$ cat config.mk
export PLATFORM = sky130hd
export DESIGN_NAME = dbuf_uart_rx
export DESIGN_NICKNAME = d
export VERILOG_FILES = /design/src/rtl/uart_rx_pkg.sv /design/src/rtl/rx_sync.sv /design/src/rtl/rx_shifter.sv /design/src/rtl/rx_holding.sv /design/src/rtl/dbuf_uart_rx.sv
export SDC_FILE = /design/constraint.sdc
export NUM_CORES = 1
export LEC_CHECK = 0
export BUFFER_PORTS_ARGS = -buffer_cell sky130_fd_sc_hd__buf_2
export CAP_MARGIN = 5
export CORE_MARGIN = 4
export CORE_UTILIZATION = 59
export CTS_BUF_LIST = sky130_fd_sc_hd__clkbuf_4 sky130_fd_sc_hd__clkbuf_8
export DETAILED_ROUTE_END_ITERATION = 8
export PLACE_DENSITY = 0.89
export SYNTH_ARGS = -nofsm -noshare
export SYNTH_HDL_FRONTEND = slang
export SYNTH_SLANG_ARGS = --single-unit
export TNS_END_PERCENT = 20
$ cat constraint.sdc
create_clock -name clk -period 1.6 [get_ports clk]
set_input_delay 0.16 -clock clk [delete_from_list [all_inputs] [get_ports clk]]
set_output_delay 0.16 -clock clk [all_outputs]
set_load 0.01 [all_outputs]
$ cat src/rtl/uart_rx_pkg.sv
package uart_rx_pkg;
  typedef enum logic [1:0] {
    RX_IDLE  = 2'd0,
    RX_START = 2'd1,
    RX_DATA  = 2'd2,
    RX_STOP  = 2'd3
  } rx_state_e;
endpackage

$ cat src/rtl/rx_sync.sv
module rx_sync #(
  parameter int STAGES = 2
) (
  input  logic clk,
  input  logic rst_n,
  input  logic rx_i,
  output logic line_o,
  output logic fall_o
);
  logic [STAGES-1:0] sync_q, sync_d;
  logic              prev_q, prev_d;

  always_comb begin
    sync_d = {sync_q[STAGES-2:0], rx_i};
    prev_d = sync_q[STAGES-1];
  end

  always_ff @(posedge clk or negedge rst_n) begin
    if (!rst_n) begin
      sync_q <= '1;
      prev_q <= 1'b1;
    end else begin
      sync_q <= sync_d;
      prev_q <= prev_d;
    end
  end

  assign line_o = sync_q[STAGES-1];
  assign fall_o = prev_q & ~sync_q[STAGES-1];
endmodule

$ cat src/rtl/rx_shifter.sv
module rx_shifter
  import uart_rx_pkg::*;
#(
  parameter int DATA_W  = 8,
  parameter int OS_RATE = 16
) (
  input  logic              clk,
  input  logic              rst_n,
  input  logic              tick_i,
  input  logic              line_i,
  input  logic              fall_i,
  output logic [DATA_W-1:0] char_o,
  output logic              done_o,
  output logic              stop_bad_o
);
  localparam int CNT_W = $clog2(OS_RATE);
  localparam int IDX_W = (DATA_W > 1) ? $clog2(DATA_W) : 1;
  localparam logic [CNT_W-1:0] HALF_LAST = CNT_W'(OS_RATE/2 - 1);
  localparam logic [CNT_W-1:0] FULL_LAST = CNT_W'(OS_RATE - 1);
  localparam logic [IDX_W-1:0] IDX_LAST  = IDX_W'(DATA_W - 1);

  rx_state_e         state_q, state_d;
  logic [CNT_W-1:0]  cnt_q, cnt_d;
  logic [IDX_W-1:0]  idx_q, idx_d;
  logic [DATA_W-1:0] shift_q, shift_d;
  logic              done_q, done_d;
  logic              bad_q, bad_d;

  always_comb begin
    state_d = state_q;
    cnt_d   = cnt_q;
    idx_d   = idx_q;
    shift_d = shift_q;
    done_d  = 1'b0;
    bad_d   = 1'b0;
    case (state_q)
      RX_IDLE: begin
        if (fall_i) begin
          state_d = RX_START;
          cnt_d   = '0;
        end
      end
      RX_START: begin
        if (tick_i) begin
          if (cnt_q == HALF_LAST) begin
            cnt_d = '0;
            if (!line_i) begin
              state_d = RX_DATA;
              idx_d   = '0;
            end else begin
              state_d = RX_IDLE;
            end
          end else begin
            cnt_d = cnt_q + 1'b1;
          end
        end
      end
      RX_DATA: begin
        if (tick_i) begin
          if (cnt_q == FULL_LAST) begin
            cnt_d   = '0;
            shift_d = {line_i, shift_q[DATA_W-1:1]};
            if (idx_q == IDX_LAST) begin
              done_d  = 1'b1;
              state_d = RX_STOP;
            end else begin
              idx_d = idx_q + 1'b1;
            end
          end else begin
            cnt_d = cnt_q + 1'b1;
          end
        end
      end
      RX_STOP: begin
        if (tick_i) begin
          if (cnt_q == FULL_LAST) begin
            cnt_d   = '0;
            bad_d   = ~line_i;
            state_d = RX_IDLE;
          end else begin
            cnt_d = cnt_q + 1'b1;
          end
        end
      end
      default: state_d = RX_IDLE;
    endcase
  end

  always_ff @(posedge clk or negedge rst_n) begin
    if (!rst_n) begin
      state_q <= RX_IDLE;
      cnt_q   <= '0;
      idx_q   <= '0;
      shift_q <= '0;
      done_q  <= 1'b0;
      bad_q   <= 1'b0;
    end else begin
      state_q <= state_d;
      cnt_q   <= cnt_d;
      idx_q   <= idx_d;
      shift_q <= shift_d;
      done_q  <= done_d;
      bad_q   <= bad_d;
    end
  end

  assign char_o     = shift_q;
  assign done_o     = done_q;
  assign stop_bad_o = bad_q;

  // a start bit that is high again at its middle sends the FSM back to idle
  a_r4_glitch_abort: assert property (@(posedge clk) disable iff (!rst_n)
    (state_q == RX_START && tick_i && cnt_q == HALF_LAST && line_i) |=> state_q == RX_IDLE);

  // the end-of-character strobe never lasts more than one cycle
  a_r3_done_single: assert property (@(posedge clk) disable iff (!rst_n)
    done_q |=> !done_q);

  // the stop-bit verdict comes only after the FSM has returned to idle
  a_r7_bad_after_stop: assert property (@(posedge clk) disable iff (!rst_n)
    bad_q |-> state_q == RX_IDLE);
endmodule

$ cat src/rtl/rx_holding.sv
module rx_holding #(
  parameter int DATA_W = 8
) (
  input  logic              clk,
  input  logic              rst_n,
  input  logic [DATA_W-1:0] char_i,
  input  logic              load_i,
  input  logic              bad_i,
  input  logic              rd_i,
  input  logic              clr_i,
  output logic [DATA_W-1:0] data_o,
  output logic              irq_o,
  output logic              ovr_o,
  output logic              fe_o
);
  logic [DATA_W-1:0] hold_q, hold_d;
  logic              full_q, full_d;
  logic              irq_q, irq_d;
  logic              ovr_q, ovr_d;
  logic              fe_q, fe_d;
  logic              busy;

  always_comb begin
    busy   = full_q & ~rd_i;
    hold_d = hold_q;
    full_d = busy;
    irq_d  = 1'b0;
    if (load_i && !busy) begin
      hold_d = char_i;
      full_d = 1'b1;
      irq_d  = 1'b1;
    end
    ovr_d = (ovr_q & ~clr_i) | (load_i & busy);
    fe_d  = (fe_q & ~clr_i) | bad_i;
  end

  always_ff @(posedge clk or negedge rst_n) begin
    if (!rst_n) begin
      hold_q <= '0;
      full_q <= 1'b0;
      irq_q  <= 1'b0;
      ovr_q  <= 1'b0;
      fe_q   <= 1'b0;
    end else begin
      hold_q <= hold_d;
      full_q <= full_d;
      irq_q  <= irq_d;
      ovr_q  <= ovr_d;
      fe_q   <= fe_d;
    end
  end

  assign data_o = hold_q;
  assign irq_o  = irq_q;
  assign ovr_o  = ovr_q;
  assign fe_o   = fe_q;

  // a character arriving at an unread register leaves it untouched and raises overrun
  a_r5_hold_kept: assert property (@(posedge clk) disable iff (!rst_n)
    (load_i && full_q && !rd_i) |=> ($stable(hold_q) && !irq_q && ovr_q));

  // a read in the same cycle as a new character lets the character load
  a_r6_read_frees: assert property (@(posedge clk) disable iff (!rst_n)
    (load_i && rd_i) |=> irq_q);

  // the interrupt is a single-cycle pulse
  a_r3_irq_single: assert property (@(posedge clk) disable iff (!rst_n)
    irq_q |=> !irq_q);

  // the flags hold until cleared
  a_r8_ovr_sticky: assert property (@(posedge clk) disable iff (!rst_n)
    (ovr_q && !clr_i) |=> ovr_q);
  a_r8_fe_sticky: assert property (@(posedge clk) disable iff (!rst_n)
    (fe_q && !clr_i) |=> fe_q);
endmodule

$ cat src/rtl/dbuf_uart_rx.sv
module dbuf_uart_rx #(
  parameter int DATA_W      = 8,
  parameter int OS_RATE     = 16,
  parameter int SYNC_STAGES = 2
) (
  input  logic              clk,
  input  logic              rst_n,
  input  logic              rx_i,
  input  logic              os_tick_i,
  input  logic              rd_i,
  input  logic              flag_clr_i,
  output logic [DATA_W-1:0] data_o,
  output logic              irq_o,
  output logic              overrun_o,
  output logic              frame_err_o
);
  logic              line_s;
  logic              fall_s;
  logic [DATA_W-1:0] char_s;
  logic              done_s;
  logic              bad_s;

  rx_sync #(.STAGES(SYNC_STAGES)) u_sync (
    .clk    (clk),
    .rst_n  (rst_n),
    .rx_i   (rx_i),
    .line_o (line_s),
    .fall_o (fall_s)
  );

  rx_shifter #(.DATA_W(DATA_W), .OS_RATE(OS_RATE)) u_shift (
    .clk        (clk),
    .rst_n      (rst_n),
    .tick_i     (os_tick_i),
    .line_i     (line_s),
    .fall_i     (fall_s),
    .char_o     (char_s),
    .done_o     (done_s),
    .stop_bad_o (bad_s)
  );

  rx_holding #(.DATA_W(DATA_W)) u_hold (
    .clk    (clk),
    .rst_n  (rst_n),
    .char_i (char_s),
    .load_i (done_s),
    .bad_i  (bad_s),
    .rd_i   (rd_i),
    .clr_i  (flag_clr_i),
    .data_o (data_o),
    .irq_o  (irq_o),
    .ovr_o  (overrun_o),
    .fe_o   (frame_err_o)
  );
endmodule

==> results of run 1 <==
cell families after synthesis:
kind of cell    share of synthesized area [%]
simple gates                             13.6
fa+ha+maj                                2.54
buf+inv                                  3.22
compound gates                           5.08
mux                                      17.1
xor+xnor                                0.593
flops                                    57.9
metrics by stage:
step                      power [W]  hold WS [ps]  cell area (µm²)  setup WS [ps]  utilization [%]
after global routing        0.00242          92.0             1750           7.24             76.3
after floorplan             0.00137          -136             1480            147                -
final                       0.00231          84.8             1750           48.5             76.3
after global placement      0.00138           244             1560           66.9             68.0
after CTS                   0.00224          76.5             1720           1.06             74.8
after detailed placement    0.00141           250             1560          -12.1             68.0
flip-flops by register name, indices dropped and copies added, names as in the netlist, named ones only:
| signal | count |
|---|---|
| u_hold.data_o | 8 |
| u_shift.cnt_q | 4 |
| u_hold.fe_o | 1 |
| u_sync.prev_q | 1 |
| u_hold.ovr_o | 1 |
| u_shift.state_q | 1 |
| u_hold.irq_o | 1 |
| u_shift.done_o | 1 |
| u_shift.stop_bad_o | 1 |
| u_sync.sync_q | 2 |
| u_shift.char_o | 8 |
| u_shift.idx_q | 3 |
| u_hold.full_q | 1 |
per-layer routing:
layer	track usage, %	share of wire, %	up-vias
met3	6.01	4.8	7
met4	7.95	2.4	0
li1	-	-	435
met1	23.4	42	460
met2	28.7	51	24
met5	0	0	-
worst paths after layout:
check | start | depth (start not counted) | to
max | u_shift.cnt_q[0] | 5 | u_shift.idx_q[1]
min | flag_clr_i | 3 | u_hold.ovr_o
max reg2reg | u_shift.cnt_q[0] | 5 | u_shift.idx_q[1]
min reg2reg | u_sync.sync_q[0] | 0 | u_sync.sync_q[1]
max in group asynchronous | rst_n | 2 | u_shift.cnt_q[3]
min in group asynchronous | rst_n | 2 | u_shift.stop_bad_o
worst max-delay path, delay by kind of cell (launching register included):
family                     cells  cell delay, ps
adders and majority gates      1             200
muxes                          1             310
AOI/OAI and AO/OA              1              90
DFF                            1             420
and+or+nand+nor                2             430
final cells by class:
class	instances	area, µm²
Sequential cell	34	857
Multi-Input combinational cell	69	613
Fill cell	150	544
Timing Repair Buffer	21	123
Clock inverter	3	68.8
Clock buffer	5	37.5
Tap cell	28	35.0
Inverter	5	18.8
timing repair:
action,CTS,global route
pin swaps,1,1
gates cloned,1,0
gates resized for setup,4,3
endpoints found under the hold margin,32,0
hold buffers,2,0
buffers inserted,0,3
setup endpoints to repair,11,8
layout by cell type, fill, tap and decap left out, types with 2 or more instances in the layout:
cell	count
mux2i_1	2
buf_4	3
o21ai_0	3
and4_1	2
dfrtp_2	2
nor2_4	2
dlygate4sd3_1	2
bufinv_16	2
dfstp_2	3
nor2_1	7
mux2_2	17
ha_1	2
nand2_1	8
and2_1	3
inv_1	5
dfrtp_1	29
buf_2	16
clkbuf_4	5
mux2_4	2
power groups by stage:
stage / logic [W] / clock network (W) / registers, W
after floorplan: 0.000382 / 0 / 0.000987
after detailed placement: 0.000310 / 0 / 0.00110
after global routing: 0.000437 / 0.000856 / 0.00113
after CTS: 0.000332 / 0.000815 / 0.00109
final: 0.000392 / 0.000803 / 0.00111
after global placement: 0.000288 / 0 / 0.00109
==> impl_metrics.tcl, run 1 <==
set metrics [dict create \
    switching_power_w 0.000667 \
    die_width_um 58.0 \
    drt-pass1-iter-count 5 \
    viasPerCell 5.61 \
    min_period_over_period_pct 97.0 \
    pwr-share-comb_pct 17.0 \
    ys.flop_type "dfrtp_1" \
    grt_pass1_wl_um 4480 \
    setup_violations 0 \
    path_cells "ha_4 > nand4_4 > nor3_4 > a21oi_2 > mux2_4" \
    fp.coreArea_um2 2300 \
    clk_pin_slew_worst_paths_ps 110 \
    critPathCaptureType "flip-flop" \
    ir_drop_mv 0.947 \
    yosys.cell_count.top_type "dfrtp_1" \
    cp.required_ps 1840 \
    arrival_ps 1790 \
    cts_made_buffers 5 \
    syn_area_um2 1480 \
    die_area_um2 3370 \
    gp_congestion 0.852 \
    p_clk_share_pct 34.8 \
    maxSlewViolCount 0 \
    syn_nets 120 \
    critPathSlowestCell "dfrtp_1" \
    dp_cells 151 \
    avgSynthCellArea_um2 13.3 \
    ys_ff_latch 34 \
    track_usage_pct 18.4 \
    htree_levels 2 \
    antenna_found_initial 0 \
    critPathMaxFanout 6 \
    clock_latency_ps 350 \
    cts.sinks 34 \
    synth-edff-count 0 \
    clock-skew-final_ps 8.65 \
    ant_nets 0 \
    max_cap_violations 0 \
    yosys-top-cells-area "dfrtp_1 (53%), mux2_2 (13%), dfstp_2 (5.3%)" \
    yosys-top-cells-count "dfrtp_1 (31), mux2_2 (17), nand2_1 (8), nor2_1 (7), inv_1 (5)" \
    relSlewSlack_pct 51.8 \
    instances_no_fill 165 \
    finalHoldViolCount 0 \
    pwr_density_cell_nw_per_um2 1320 \
    yosysWarnings 0 \
    clockRootBuffer "clkbuf_4" \
    grt_max_degree 35 \
    route.detailed.drc 0 \
    leakagePower_nw 0.911 \
    start_util_pct 64.3 \
    seq_area_frac_synth_pct 57.9 \
    dp_hpwl_um 1690 \
    cts_tree "yes" \
    worstMarginPinSlew_ps 723 \
    ys_async_sr_fraction_pct 100 \
    synthCells 111 \
    synth_largest_area_cell "dfrtp_1" \
    wl_per_cell_um 16.5 \
    clk_path_buf_depth 2 \
    min_period_ps 1550 \
    status "finished clean" \
    synthToLayoutAreaGrowth_pct 18.7 \
    drive_above_1_share_pct 43.8 \
    r2r_slack_ps 50 \
    cp_slowest_stage_delay_ps 420 \
    rsz0062_at_grt "no" \
    worstSetupPathType "flip-flop to flip-flop" \
    ios 17 \
    synth.top_cell.area_share_pct 52.5 \
    intPower_w 0.00164 \
    place.port_buffers 16 \
    vias 926 \
    swShare_pct 28.9 \
    overflow 0 \
    max_freq_mhz 645 \
    grt_pass1_vias 939 \
    p_seq_share_pct 48.2 \
    start_kind "flip-flop" \
    finalWirelength_um 2730 \
    num_antenna_cells 0 \
    die_h_um 58.0 \
    rows 17 \
    nets 145 \
    drt_iter0_drc 27 \
    fin_tns_setup_ps 0 \
    ys_types 36 \
    holdCritPathClass "input pin to flip-flop" \
]
Power figures use the tool's default switching activity.
==> inputs of run 2 (changes only) <==
--- a/config.mk
+++ b/config.mk
@@ -9,9 +9,10 @@
 export CAP_MARGIN = 5
 export CORE_MARGIN = 4
 export CORE_UTILIZATION = 59
-export CTS_BUF_LIST = sky130_fd_sc_hd__clkbuf_4 sky130_fd_sc_hd__clkbuf_8
+export CTS_BUF_LIST = sky130_fd_sc_hd__clkbuf_4
 export DETAILED_ROUTE_END_ITERATION = 8
 export PLACE_DENSITY = 0.89
+export REMOVE_ABC_BUFFERS = 1
 export SYNTH_ARGS = -nofsm -noshare
 export SYNTH_HDL_FRONTEND = slang
 export SYNTH_SLANG_ARGS = --single-unit
==> constraint.sdc (replaced) <==
create_clock -name clk -period 1.6 [get_ports clk]
set_input_delay 0.16 -clock clk [delete_from_list [all_inputs] [get_ports clk]]
set_output_delay 0.16 -clock clk [all_outputs]
set_load 0.005 [all_outputs]
==> run 2 against run 1 <==
  * Sequential cell count stayed put
  * Sequential share of layout area grew 2.7 points
  * Count of clock-buffer cells in the layout grew 1
  * First-iteration DRC count shrank 41%
  * Clock power fell by 45%
  * Worst setup slack improved by 56 ps
  * Routed wire length is 16% lower
  * Die area did not move
  * Maximum frequency rose by 3.7%
  * Critical path depth stayed put
  * Final cell count down 1.8%
  * Non-clock buffer count fell by 2
  * Critical endpoint unchanged
  * Largest cell class unchanged
  * Highest routed layer unchanged
==> impl_metrics.tcl, run 2 (same netlist as run 1, synthesis figures left out) <==
set metrics [dict create \
    viasPerCell 5.38 \
    max_freq_mhz 669 \
    cp_slowest_stage_delay_ps 420 \
    relSlewSlack_pct 53.1 \
    cts_tree "yes" \
    num_antenna_cells 0 \
    leakagePower_nw 0.875 \
    drt_iter0_drc 16 \
    ant_nets 0 \
    finalWirelength_um 2290 \
    critPathCaptureType "flip-flop" \
    gp_congestion 0.861 \
    rows 17 \
    clockRootBuffer "clkbuf_4" \
    cts.sinks 34 \
    antenna_found_initial 0 \
    min_period_over_period_pct 93.5 \
    fin_tns_setup_ps 0 \
    min_period_ps 1500 \
    pwr_density_cell_nw_per_um2 1140 \
    die_h_um 58.0 \
    fillers 154 \
    holdCritPathClass "input pin to flip-flop" \
    final_cell_mix "dfrtp_1 (30), mux2_2 (17), buf_2 (16)" \
    worstMarginPinSlew_ps 703 \
    clock-skew-final_ps 5.33 \
    ios 17 \
    final_common_cell "dfrtp_1" \
    htree_levels 2 \
    dp_cells 152 \
    whs_path_depth 3 \
    cp.required_ps 1810 \
    critPathMaxFanout 6 \
    drive_above_1_share_pct 41.0 \
    die_area_um2 3370 \
    maxSlewViolCount 0 \
    place.port_buffers 16 \
    worstSetupPathType "flip-flop to flip-flop" \
    track_usage_pct 16.2 \
    grt_pass1_wl_um 4100 \
    die_width_um 58.0 \
    arrival_ps 1710 \
    status "finished clean" \
    start_util_pct 64.3 \
    path_cells "ha_4 > nand4_2 > nor3_2 > a21oi_2 > mux2_4" \
    grt_max_degree 35 \
    finalHoldViolCount 0 \
    route.detailed.drc 0 \
    grt_pass1_vias 932 \
    max_cap_violations 0 \
    critPathSlowestCell "dfrtp_1" \
    instances_no_fill 162 \
    start_kind "flip-flop" \
    clk_pin_slew_worst_paths_ps 100 \
    rr_worst_depth 5 \
    synthToLayoutAreaGrowth_pct 12.3 \
    overflow 0 \
    nets 142 \
    wl_per_cell_um 14.1 \
    drt-pass1-iter-count 4 \
    ir_drop_mv 0.989 \
    vias 871 \
    setup_violations 0 \
    clk_path_buf_depth 2 \
    fp.coreArea_um2 2300 \
    rsz0062_at_grt "no" \
    cts_made_buffers 5 \
    clock_latency_ps 320 \
    dp_hpwl_um 1630 \
]
-- run 2: path summary, 6_finish.rpt --
| kind | from | slack (ps) | endpoint |
|---|---|---|---|
| max in group asynchronous | rst_n | 700 | u_shift.cnt_q[0] |
| worst max-delay path | u_shift.cnt_q[1] | 100 | u_shift.idx_q[1] |
| worst min register to register | u_sync.sync_q[0] | 360 | u_sync.sync_q[1] |
| min in group asynchronous | rst_n | 410 | u_shift.stop_bad_o |
| worst max register to register | u_shift.cnt_q[1] | 100 | u_shift.idx_q[1] |
| worst min-delay path | flag_clr_i | 120 | u_hold.ovr_o |
-- run 2: final cells by class --
class	instances	area, µm²	area share (%)
Tap cell	28	35.0	2.11
Sequential cell	34	856	51.6
Multi-Input combinational cell	68	587	35.4
Clock inverter	2	8.76	0.528
Timing Repair Buffer	19	108	6.49
Clock buffer	6	45.0	2.72
Inverter	5	18.8	1.13
-- run 2: per-stage QoR --
stage / instance area [µm²] / hold slack, ps / power (W) / utilization (%) / setup WS, ps
5_1_grt: 1660 / 105 / 0.00201 / 72.2 / 3.75
6_report: 1660 / 124 / 0.00189 / 72.2 / 104
2_1_floorplan: 1450 / -136 / 0.00131 / - / 147
3_3_place_gp: 1570 / 244 / 0.00140 / 68.4 / 63.0
4_1_cts: 1640 / 114 / 0.00187 / 71.6 / 16.7
3_5_place_dp: 1570 / 249 / 0.00142 / 68.4 / 30.9
-- run 2: layer usage --
| metal | vias up | part of all wire, % | routed length (µm) | global-route usage [%] |
|---|---|---|---|---|
| met2 | 16 | 50 | 1130 | 27.4 |
| li1 | 428 | - | - | - |
| met3 | 5 | 5.2 | 119 | 6.68 |
| met1 | 422 | 44 | 1000 | 19.0 |
| met5 | - | 0 | 0 | 0 |
| met4 | 0 | 1.3 | 29 | 3.97 |
-- run 2: worst max-delay path: cells and delay by family (launching register included) --
kind | cells | cell delay [ps]
flip-flops | 1 | 420
AND/OR/NAND/NOR | 2 | 400
multiplexers | 1 | 300
adder cells (fa/ha/maj) | 1 | 190
AO/OA/AOI/OAI | 1 | 80
-- run 2: power by group --
part | internal, W | switching, W
Clock | 0.000182 | 0.000260
Combinational | 0.000185 | 0.000176
Sequential | 0.000943 | 0.000144
Total | 0.00131 | 0.000579
-- run 2: repair_timing --
| action | 4_1_cts | 5_1_grt |
|---|---|---|
| gates resized for setup | 0 | 3 |
| endpoints found under the setup margin | 0 | 12 |
| buffers inserted | 0 | 0 |
| hold endpoints to repair | 32 | 0 |
| hold buffers | 2 | 0 |
